## src/rtl/idxb_pkg.sv

```systemverilog
`timescale 1ns/1ps
package idxb_pkg;

   // register select inside one window, decoded from host_addr[3:2]
   typedef enum logic [1:0] {
      SEL_ADDR = 2'd0,
      SEL_DATA = 2'd1,
      SEL_CTRL = 2'd2,
      SEL_NONE = 2'd3
   } win_sel_e;

   // each window spans 16 bytes
   localparam int WIN_SPAN_LOG2 = 4;
   // control bit enabling the error response
   localparam int ERR_EN_BIT    = 15;

endpackage

```

## src/rtl/idxb_commit.sv

```systemverilog
`timescale 1ns/1ps
module idxb_commit #(
   parameter int IAW = 16
) (
   input  logic           clk,
   input  logic           rst_n,
   input  logic           addr_wr,
   input  logic           other_acc,
   input  logic [IAW-1:0] addr_val,
   output logic           committed,
   output logic [IAW-1:0] commit_addr
);

   logic [IAW-1:0] pend_q;
   logic           pend_v_q;

   always_ff @(posedge clk) begin
      if (!rst_n) begin
         pend_q      <= '0;
         pend_v_q    <= 1'b0;
         committed   <= 1'b0;
         commit_addr <= '0;
      end else if (addr_wr) begin
         if (pend_v_q && (addr_val == pend_q)) begin
            committed   <= 1'b1;
            commit_addr <= addr_val;
            pend_v_q    <= 1'b0;
         end else begin
            pend_q    <= addr_val;
            pend_v_q  <= 1'b1;
            committed <= 1'b0;
         end
      end else if (other_acc) begin
         pend_v_q <= 1'b0;
      end
   end

endmodule

```

## src/rtl/idxb_rdpipe.sv

```systemverilog
`timescale 1ns/1ps
module idxb_rdpipe #(
   parameter int DW     = 32,
   parameter bit BYPASS = 1'b1
) (
   input  logic          clk,
   input  logic          rst_n,
   input  logic          resp_valid,
   input  logic [DW-1:0] resp_data,
   output logic [DW-1:0] cur_value
);

   logic [DW-1:0] buf_q;

   always_ff @(posedge clk) begin
      if (!rst_n)          buf_q <= '0;
      else if (resp_valid) buf_q <= resp_data;
   end

   generate
      if (BYPASS) begin : g_bypass
         assign cur_value = resp_valid ? resp_data : buf_q;
      end else begin : g_plain
         assign cur_value = buf_q;
      end
   endgenerate

endmodule

```

## src/rtl/idxb_regfile.sv

```systemverilog
`timescale 1ns/1ps
module idxb_regfile #(
   parameter int DW    = 32,
   parameter int IAW   = 16,
   parameter int DEPTH = 16
) (
   input  logic           clk,
   input  logic           rst_n,
   input  logic [IAW-1:0] iaddr,
   input  logic           iwr,
   input  logic           ird,
   input  logic [DW-1:0]  iwdata,
   output logic [DW-1:0]  rdata_q,
   output logic           rvalid_q
);

   localparam int         IDXW    = (DEPTH > 1) ? $clog2(DEPTH) : 1;
   localparam logic [IAW:0] DEPTH_V = (IAW+1)'(DEPTH);

   generate
      if (DEPTH < 2 || DEPTH > 4096) begin : g_bad_depth
         $error("idxb_regfile: DEPTH out of range");
      end
      if (IDXW > IAW) begin : g_bad_iaw
         $error("idxb_regfile: DEPTH exceeds internal address space");
      end
   endgenerate

   logic [DW-1:0]   mem [DEPTH];
   logic            in_range;
   logic [IDXW-1:0] idx;

   assign in_range = ({1'b0, iaddr} < DEPTH_V);
   assign idx      = iaddr[IDXW-1:0];

   always_ff @(posedge clk) begin
      if (!rst_n) begin
         for (int i = 0; i < DEPTH; i++) mem[i] <= '0;
         rdata_q  <= '0;
         rvalid_q <= 1'b0;
      end else begin
         rvalid_q <= ird;
         if (ird) rdata_q <= in_range ? mem[idx] : '0;
         if (iwr && in_range) mem[idx] <= iwdata;
      end
   end

endmodule

```

## src/rtl/idxb_window.sv

```systemverilog
`timescale 1ns/1ps
module idxb_window
   import idxb_pkg::*;
#(
   parameter int DW  = 32,
   parameter int IAW = 16
) (
   input  logic           clk,
   input  logic           rst_n,
   input  logic           sel,
   input  win_sel_e       reg_sel,
   input  logic           wr,
   input  logic           rd,
   input  logic [DW-1:0]  wdata,
   output logic [DW-1:0]  rdata_q,
   output logic           err_q,
   output logic [IAW-1:0] iaddr,
   output logic           iwr,
   output logic           ird,
   output logic [DW-1:0]  iwdata,
   input  logic [DW-1:0]  irdata,
   input  logic           ivalid
);

   logic           eff_rd, addr_wr, other_acc, data_acc, ctrl_wr;
   logic           committed;
   logic [IAW-1:0] commit_addr;
   logic [DW-1:0]  buf_value;
   logic [DW-1:0]  rd_mux;
   logic           ctrl_q;

   assign eff_rd    = rd & ~wr;
   assign addr_wr   = sel & wr & (reg_sel == SEL_ADDR);
   assign other_acc = sel & (eff_rd | (wr & (reg_sel != SEL_ADDR)));
   assign data_acc  = sel & (reg_sel == SEL_DATA) & (wr | rd);
   assign ctrl_wr   = sel & wr & (reg_sel == SEL_CTRL);

   idxb_commit #(.IAW(IAW)) u_commit (
      .clk        (clk),
      .rst_n      (rst_n),
      .addr_wr    (addr_wr),
      .other_acc  (other_acc),
      .addr_val   (wdata[IAW-1:0]),
      .committed  (committed),
      .commit_addr(commit_addr)
   );

   assign iaddr  = commit_addr;
   assign iwdata = wdata;
   assign iwr    = data_acc & wr & committed;
   assign ird    = data_acc & eff_rd & committed;

   idxb_rdpipe #(.DW(DW), .BYPASS(1'b1)) u_rdpipe (
      .clk       (clk),
      .rst_n     (rst_n),
      .resp_valid(ivalid),
      .resp_data (irdata),
      .cur_value (buf_value)
   );

   always_comb begin
      rd_mux = '0;
      case (reg_sel)
         SEL_ADDR: if (committed) rd_mux = DW'(commit_addr);
         SEL_DATA: if (committed) rd_mux = buf_value;
         SEL_CTRL: rd_mux[ERR_EN_BIT] = ctrl_q;
         default:  rd_mux = '0;
      endcase
   end

   always_ff @(posedge clk) begin
      if (!rst_n) begin
         ctrl_q  <= 1'b0;
         rdata_q <= '0;
         err_q   <= 1'b0;
      end else begin
         if (ctrl_wr) ctrl_q <= wdata[ERR_EN_BIT];
         rdata_q <= (sel & eff_rd) ? rd_mux : '0;
         err_q   <= data_acc & ~committed & ctrl_q;
      end
   end

endmodule

```

## src/rtl/idx_bridge.sv

```systemverilog
`timescale 1ns/1ps
module idx_bridge
   import idxb_pkg::*;
#(
   parameter int NUM_WIN  = 2,
   parameter int HOST_AW  = 5,
   parameter int DW       = 32,
   parameter int IAW      = 16,
   parameter int RF_DEPTH = 16
) (
   input  logic               clk,
   input  logic               rst_n,
   input  logic [HOST_AW-1:0] host_addr,
   input  logic               host_wr,
   input  logic               host_rd,
   input  logic [DW-1:0]      host_wdata,
   output logic [DW-1:0]      host_rdata,
   output logic               host_err
);

   localparam int WSEL_W = HOST_AW - WIN_SPAN_LOG2;

   generate
      if (HOST_AW <= WIN_SPAN_LOG2) begin : g_bad_aw
         $error("idx_bridge: HOST_AW leaves no window select bits");
      end
      if (NUM_WIN < 1 || NUM_WIN > (1 << (HOST_AW - WIN_SPAN_LOG2))) begin : g_bad_nw
         $error("idx_bridge: NUM_WIN does not fit the host address");
      end
      if (DW < IAW || DW <= ERR_EN_BIT) begin : g_bad_dw
         $error("idx_bridge: DW too narrow");
      end
   endgenerate

   logic [WSEL_W-1:0]  win_idx;
   win_sel_e           reg_sel;
   logic [1:0]         unused_lo;

   assign win_idx   = host_addr[HOST_AW-1:WIN_SPAN_LOG2];
   assign reg_sel   = win_sel_e'(host_addr[3:2]);
   assign unused_lo = host_addr[1:0];

   logic [DW-1:0]      win_rdata [NUM_WIN];
   logic [NUM_WIN-1:0] win_err;
   logic [NUM_WIN-1:0] win_iwr;
   logic [NUM_WIN-1:0] win_ird;
   logic [NUM_WIN-1:0] win_ivalid;
   logic [IAW-1:0]     win_iaddr  [NUM_WIN];
   logic [DW-1:0]      win_iwdata [NUM_WIN];
   logic [DW-1:0]      win_irdata [NUM_WIN];

   generate
      for (genvar w = 0; w < NUM_WIN; w++) begin : g_win
         logic sel;
         assign sel = (win_idx == WSEL_W'(w));

         idxb_window #(.DW(DW), .IAW(IAW)) u_win (
            .clk    (clk),
            .rst_n  (rst_n),
            .sel    (sel),
            .reg_sel(reg_sel),
            .wr     (host_wr),
            .rd     (host_rd),
            .wdata  (host_wdata),
            .rdata_q(win_rdata[w]),
            .err_q  (win_err[w]),
            .iaddr  (win_iaddr[w]),
            .iwr    (win_iwr[w]),
            .ird    (win_ird[w]),
            .iwdata (win_iwdata[w]),
            .irdata (win_irdata[w]),
            .ivalid (win_ivalid[w])
         );

         idxb_regfile #(.DW(DW), .IAW(IAW), .DEPTH(RF_DEPTH)) u_rf (
            .clk     (clk),
            .rst_n   (rst_n),
            .iaddr   (win_iaddr[w]),
            .iwr     (win_iwr[w]),
            .ird     (win_ird[w]),
            .iwdata  (win_iwdata[w]),
            .rdata_q (win_irdata[w]),
            .rvalid_q(win_ivalid[w])
         );
      end
   endgenerate

   always_comb begin
      host_rdata = '0;
      host_err   = 1'b0;
      for (int w = 0; w < NUM_WIN; w++) begin
         host_rdata = host_rdata | win_rdata[w];
         host_err   = host_err | win_err[w];
      end
   end

endmodule

```

## config.mk

```make
export PLATFORM = sky130hd
export DESIGN_NAME = idx_bridge
export DESIGN_NICKNAME = d
export VERILOG_FILES = /design/src/rtl/idxb_pkg.sv /design/src/rtl/idxb_commit.sv /design/src/rtl/idxb_rdpipe.sv /design/src/rtl/idxb_regfile.sv /design/src/rtl/idxb_window.sv /design/src/rtl/idx_bridge.sv
export SDC_FILE = /design/constraint.sdc
export NUM_CORES = 2
export LEC_CHECK = 0
export ABC_AREA = 1
export BUFFER_PORTS_ARGS = -buffer_cell sky130_fd_sc_hd__buf_4
export CORE_MARGIN = 2
export CORE_UTILIZATION = 30
export CTS_BUF_LIST = sky130_fd_sc_hd__clkbuf_4 sky130_fd_sc_hd__clkbuf_8
export DETAILED_ROUTE_END_ITERATION = 8
export PLACE_DENSITY = 0.48
export SYNTH_ARGS = -nofsm -noshare
export SYNTH_HDL_FRONTEND = slang
export SYNTH_SLANG_ARGS = --single-unit
export TNS_END_PERCENT = 20
```

## constraint.sdc

```tcl
create_clock -name clk -period 8.2 [get_ports clk]
set_input_delay 1.64 -clock clk [delete_from_list [all_inputs] [get_ports clk]]
set_output_delay 1.64 -clock clk [all_outputs]
set_load 0.1 [all_outputs]
```

=== Word level (Yosys, flattened, before mapping) ===
Memory sizes are Yosys's and may differ from the RTL's. A register that Yosys moved wholly into a read port is not among the register bits.
Cells that the tools add are included.

* Mux-type cells: 39
* Equal/unequal tests: 4
* Bitwise gates (word level): 38
* $lt $le $gt $ge: 2
* Shift-type cells: 0
* Divide/modulo/power cells: 0
* Reduce and logical (&&, ||, !) cells: 16
* Add/sub/neg operators: 0
* Multipliers: 0

{| class="wikitable"
|+ Operators with widths
! operator !! number
|-
| 32-bit two-way mux || 8
|-
| 16-bit one-hot mux with 2 select lines || 2
|-
| 32-bit OR reduction || 2
|-
| 15-bit one-hot mux with 2 select lines || 2
|-
| 16-bit == test || 2
|-
| 16-bit by 5-bit < comparator with 1-bit output, second input constant || 2
|-
| 16-bit two-way mux || 2
|-
| 32-bit OR || 1
|-
| 1-bit AND || 28
|-
| 4-bit two-way mux || 6
|-
| 1-bit two-way mux || 17
|-
| 2-bit AND reduction || 6
|-
| 1-bit inverter || 6
|-
| 1-bit one-hot mux with 3 select lines || 2
|-
| 2-bit nonzero test || 3
|-
| 1-bit logical AND || 4
|-
| 1-bit OR || 3
|-
| 2-bit by 1-bit == test with 1-bit output, second input constant || 1
|-
| 2-bit == test, second input constant || 1
|-
| 2-bit logical NOT || 1
|}

* Memories kept: 2
* Input bits: 41
* Output and inout port bits: 33
* Memory bits (writable): 1024
* Logic and storage cells: 121
* Memory bits (read-only): 0
* Register bits after elaboration: 266
* Bits in latches: 0

{| class="wikitable"
|+ Memory list
! memory !! depth !! bits a word !! read ports !! clocked after Yosys merged registers in !! wr ports !! RTL line !! RTL
|-
| g_win[0].u_rf.mem || 16 || 32 || 1 || 1 || 16 || idxb_regfile.sv:29 || <nowiki>logic [DW-1:0] mem [DEPTH];</nowiki>
|-
| g_win[1].u_rf.mem || 16 || 32 || 1 || 1 || 16 || idxb_regfile.sv:29 ||
|}

=== Longest topological paths before layout ===
* Word-level depth: 11
* Mapped depth: 11
* Depth with buffers taken out: 10

=== By module ===
Synthesis repeated with hierarchy kept, for this count alone.

* Cell total of the unflattened synthesis: 7639
* Area total of the unflattened synthesis: 64496.9 um2

{| class="wikitable"
|+ By module, submodules not included
! module !! instances !! area each (um2) !! cells each !! seq. area each (um2)
|-
| idxb_regfile (g_win[0].u_rf) || 1 || 26917.1 || 3012 || 16035.4
|-
| idxb_regfile (g_win[1].u_rf) || 1 || 26758.2 || 3006 || 16035.4
|-
| idxb_commit || 2 || 1925.6 || 302 || 680.7
|-
| idxb_rdpipe || 2 || 1794.2 || 268 || 640.6
|-
| idxb_window (g_win[1].u_win) || 1 || 1507.7 || 191 || 680.7
|-
| idxb_window (g_win[0].u_win) || 1 || 1498.9 || 190 || 680.7
|-
| idx_bridge || 1 || 375.4 || 100 || 0.0
|}

=== Least setup slack after synthesis ===
Ideal clock, no wire load.

* Kind: input port to flip-flop
* Start: in rst_n
* End: mem g_win[0].u_rf.mem[0][0], enable pin
* Arrival time: 4843 ps
* Buffers on the path: 2
* Cell stages on the path: 8
* Library setup time: 466 ps
* Data required time: 7734 ps
* Path slack: 2892 ps
* Cells stage by stage: clkbuf_1 > nand3_1 > nor2_1 > nand3_1 > nor2_1 > nand2_1 > clkbuf_1 > o21ai_0

{| class="wikitable"
|+ RTL lines
! element !! RTL line !! RTL
|-
| start: declaration || idx_bridge.sv:12 || <nowiki>input logic rst_n,</nowiki>
|-
| end: declaration || idxb_regfile.sv:29 ||
|}

==> results.yml <==
timing:
  period_share_pct: 58.1
  worst_pin_slew_ns: 1.30
  setup_viol: 0
  final_max_slew_viol_count: 0
  fin_setup_tns_ns: 0
  hold_slack_ns: 0.464
  period_minus_slack_ns: 4.76
  fin_skew_ns: 0.0330
  slew_headroom_pct: 13.1
  max_freq_ghz: 0.210
  hold_viol: 0
  rsz0062_at_grt: "false"
worst_setup_path:
  end_kind: "flip-flop"
  cp-start-kind: "primary input"
  slowest_stage: "o21ai_4"
  cp_slowest_stage_delay_ns: 0.54
  r2r_cells: 7
  crit_top_cell: "buf_4"
  r2r_setup_slack_ns: 4.59
  path_class: "primary input to flip-flop"
  worstPathArrival_ns: 5.33
  worst-path-max-fanout: 50
  path_cells: "buf_4 > inv_1 > nand2_1 > inv_1 > nand2_1 > nor2_1 > nand3_1 > nor2_1 > nand2_4 > buf_4 > o21ai_4 > buf_4"
  cp.required_ns: 8.77
cells_and_area:
  seq_area_um2: 36300
  fill_cells: 19200
  layout.nets: 5799
  fin_area_um2: 63600
  area.growth.synth_to_final_pct: 12.7
  multi_input_area_um2: 17900
  fin_cells: 8434
  drive_above_1_share_pct: 11.0
power:
  leakagePower_uw: 0.0230
  seqPwrFrac_pct: 53.0
  peakVddDrop_v: 0.000172
  clockPowerShare_pct: 43.5
  pwr-share-comb_pct: 3.5
  p_int_uw: 10600
  switching_power_uw: 3150
  p_per_area_nw_per_um2: 217
  swShare_pct: 22.9
place:
  place_area_um2: 59000
  placed_cells: 8030
  gp_congestion: 0.831
  hpwl_mm: 95.2
  io_buffers: 71
route:
  drc_errors: 0
  drt_pass1_iterations: 6
  drt-total-wl_mm: 176
  drtAntennaViolNets: 0
  drt_iter0_drc: 3749
  wl_per_cell_um: 20.9
  via_per_inst: 4.97
  via_count: 41900
grt:
  grt_pass1_wl_mm: 263
  grt_pass1_vias: 40300
  grt_use_total_pct: 18.1
  grt_max_degree: 206
  overflow: 0
  antenna_found_initial: 2
die:
  fp.coreArea_um2: 187000
  die_area_um2: 191000
  fp.dieW_um: 438
  num_io_pins: 74
  fp.dieH_um: 438
  rows: 159
  start_util_pct: 30.1
clock_network:
  cts_root_buf: "clkbuf_8"
  htree_levels: 4
  clk_latency_ns: 0.92
  clock-sinks: 1298
  tritoncts: "done"
  holdBufCountCts: 0
  clk_pin_slew_ns: 0.06
  clock_path_buffers: 3
  postCtsSetupRepairBufs: 0
  cts_resized: 0
  cts_buffers: 221
worst_hold_path:
  hold_class: "flip-flop to flip-flop"
  hold_depth: 2
logic_synthesis:
  ys_warn_count: 0
  synth.top_cell.area_share_pct: 54.5
  synth_area_leaders: "edfxtp_1, dfxtp_1, nand3_1"
  synth-seq-area-share_pct: 64.2
  synthCells: 5905
  syn-cell-area_um2: 56400
  syn_nets: 5946
  ys_types: 35
  synth_top_cell_by_area: "edfxtp_1"
  synth_area_per_cell_um2: 9.55
  synth_seq_cells: 1298
job:
  cap_violations: 0
status:
  outcome: "finished, final reports clean"
-- cells by family after synthesis --
| family | after synthesis | share of synthesized area [%] |
|---|---|---|
| AOI/OAI and AO/OA | 177 | 1.67 |
| xor gates and xnor gates | 6 | 0.0932 |
| buffers and inverters | 657 | 4.52 |
| DFF | 1298 | 64.2 |
| muxes | 62 | 1.10 |
| and+or+nand+nor | 3705 | 28.4 |
-- synth_stat cells, drive strengths merged --
master	count
nand2	1314
edfxtp	1024
nand3	984
nor2	832
nor3	517
clkbuf	437
dfxtp	274
a21oi	126
inv	111
buf	99
mux2i	62
or2	34
o21ai	33
nand4	12
clkinv	10
a2bb2oi	9
nor4	6
xnor2	6
o211ai	5
nand3b	4
a211oi	1
a21boi	1
a221oi	1
a311oi	1
and3	1
and3b	1
-- registers in the layout, summed over array words and instances, names as in the netlist, 32 cells and up, named ones only --
name / cells
g_win.u_win.u_rdpipe.buf_q: 64
g_win.u_win.rdata_q: 64
g_win.u_rf.mem: 1024
g_win.u_rf.rdata_q: 64
g_win.u_win.u_commit.pend_q: 32
g_win.u_win.u_commit.commit_addr: 32
-- path summary, 6_finish.rpt --
path	startpoint	end
setup / recovery	host_addr[3]	g_win[0].u_rf.mem[2][27]$_SDFFCE_PN0P_
hold / removal	g_win[0].u_rf.rdata_q[13]$_SDFFE_PN0P_	g_win[0].u_rf.rdata_q[13]$_SDFFE_PN0P_
setup reg to reg	g_win[0].u_win.u_commit.commit_addr[4]$_SDFFE_PN0P_	g_win[0].u_rf.mem[2][27]$_SDFFCE_PN0P_
hold reg to reg	g_win[0].u_rf.rdata_q[13]$_SDFFE_PN0P_	g_win[0].u_rf.rdata_q[13]$_SDFFE_PN0P_
-- worst max-delay path: cells and delay by family --
| kind | cells | cell delay (ns) |
|---|---|---|
| AO/OA/AOI/OAI | 1 | 0.54 |
| buffers and inverters | 5 | 1.39 |
| AND/OR/NAND/NOR | 6 | 1.67 |
-- cells in the final DEF, fill, tap and decap left out, types with 34 or more instances in the layout --
| master | instances |
|---|---|
| a21oi_1 | 126 |
| buf_4 | 162 |
| clkbuf_4 | 99 |
| clkbuf_8 | 246 |
| clkinv_1 | 42 |
| dfxtp_1 | 265 |
| edfxtp_1 | 1024 |
| inv_1 | 88 |
| mux2i_1 | 62 |
| nand2_1 | 1292 |
| nand3_1 | 982 |
| nor2_1 | 824 |
| nor3_1 | 516 |
| or2_2 | 34 |
-- layer usage --
metal | track usage, % | share of wire [%]
met5 | 0 | 0
met1 | 24.9 | 45
met2 | 28.7 | 46
met4 | 5.90 | 2.9
met3 | 3.06 | 5.6
-- stage by stage --
stage | setup slack (ns) | total power [uW] | utilization (%)
2_1_floorplan | 2.89 | 7710 | -
3_3_place_gp | 2.54 | 7920 | 31.5
3_5_place_dp | 2.55 | 7930 | 31.5
4_1_cts | 3.56 | 13900 | 33.9
5_1_grt | 3.25 | 14200 | 33.9
6_report | 3.44 | 13800 | 33.9
-- final cells by class --
class | instances | share of cell area, %
Sequential cell | 1298 | 57.1
Multi-Input combinational cell | 3950 | 28.2
Clock buffer | 345 | 6.50
Tap cell | 2495 | 4.91
Timing Repair Buffer | 166 | 2.04
Inverter | 121 | 0.750
Clock inverter | 57 | 0.585
Antenna cell | 2 | 0.00788
-- power by group through the flow --
stage               clock [uW]  sequential [uW]  combinational (uW)
floorplan                    0             7440                 270
global placement             0             7430                 487
detailed placement           0             7440                 490
CTS                       6110             7300                 491
global route              6390             7320                 529
finish                    5990             7300                 486
Power figures use the tool's default switching activity.
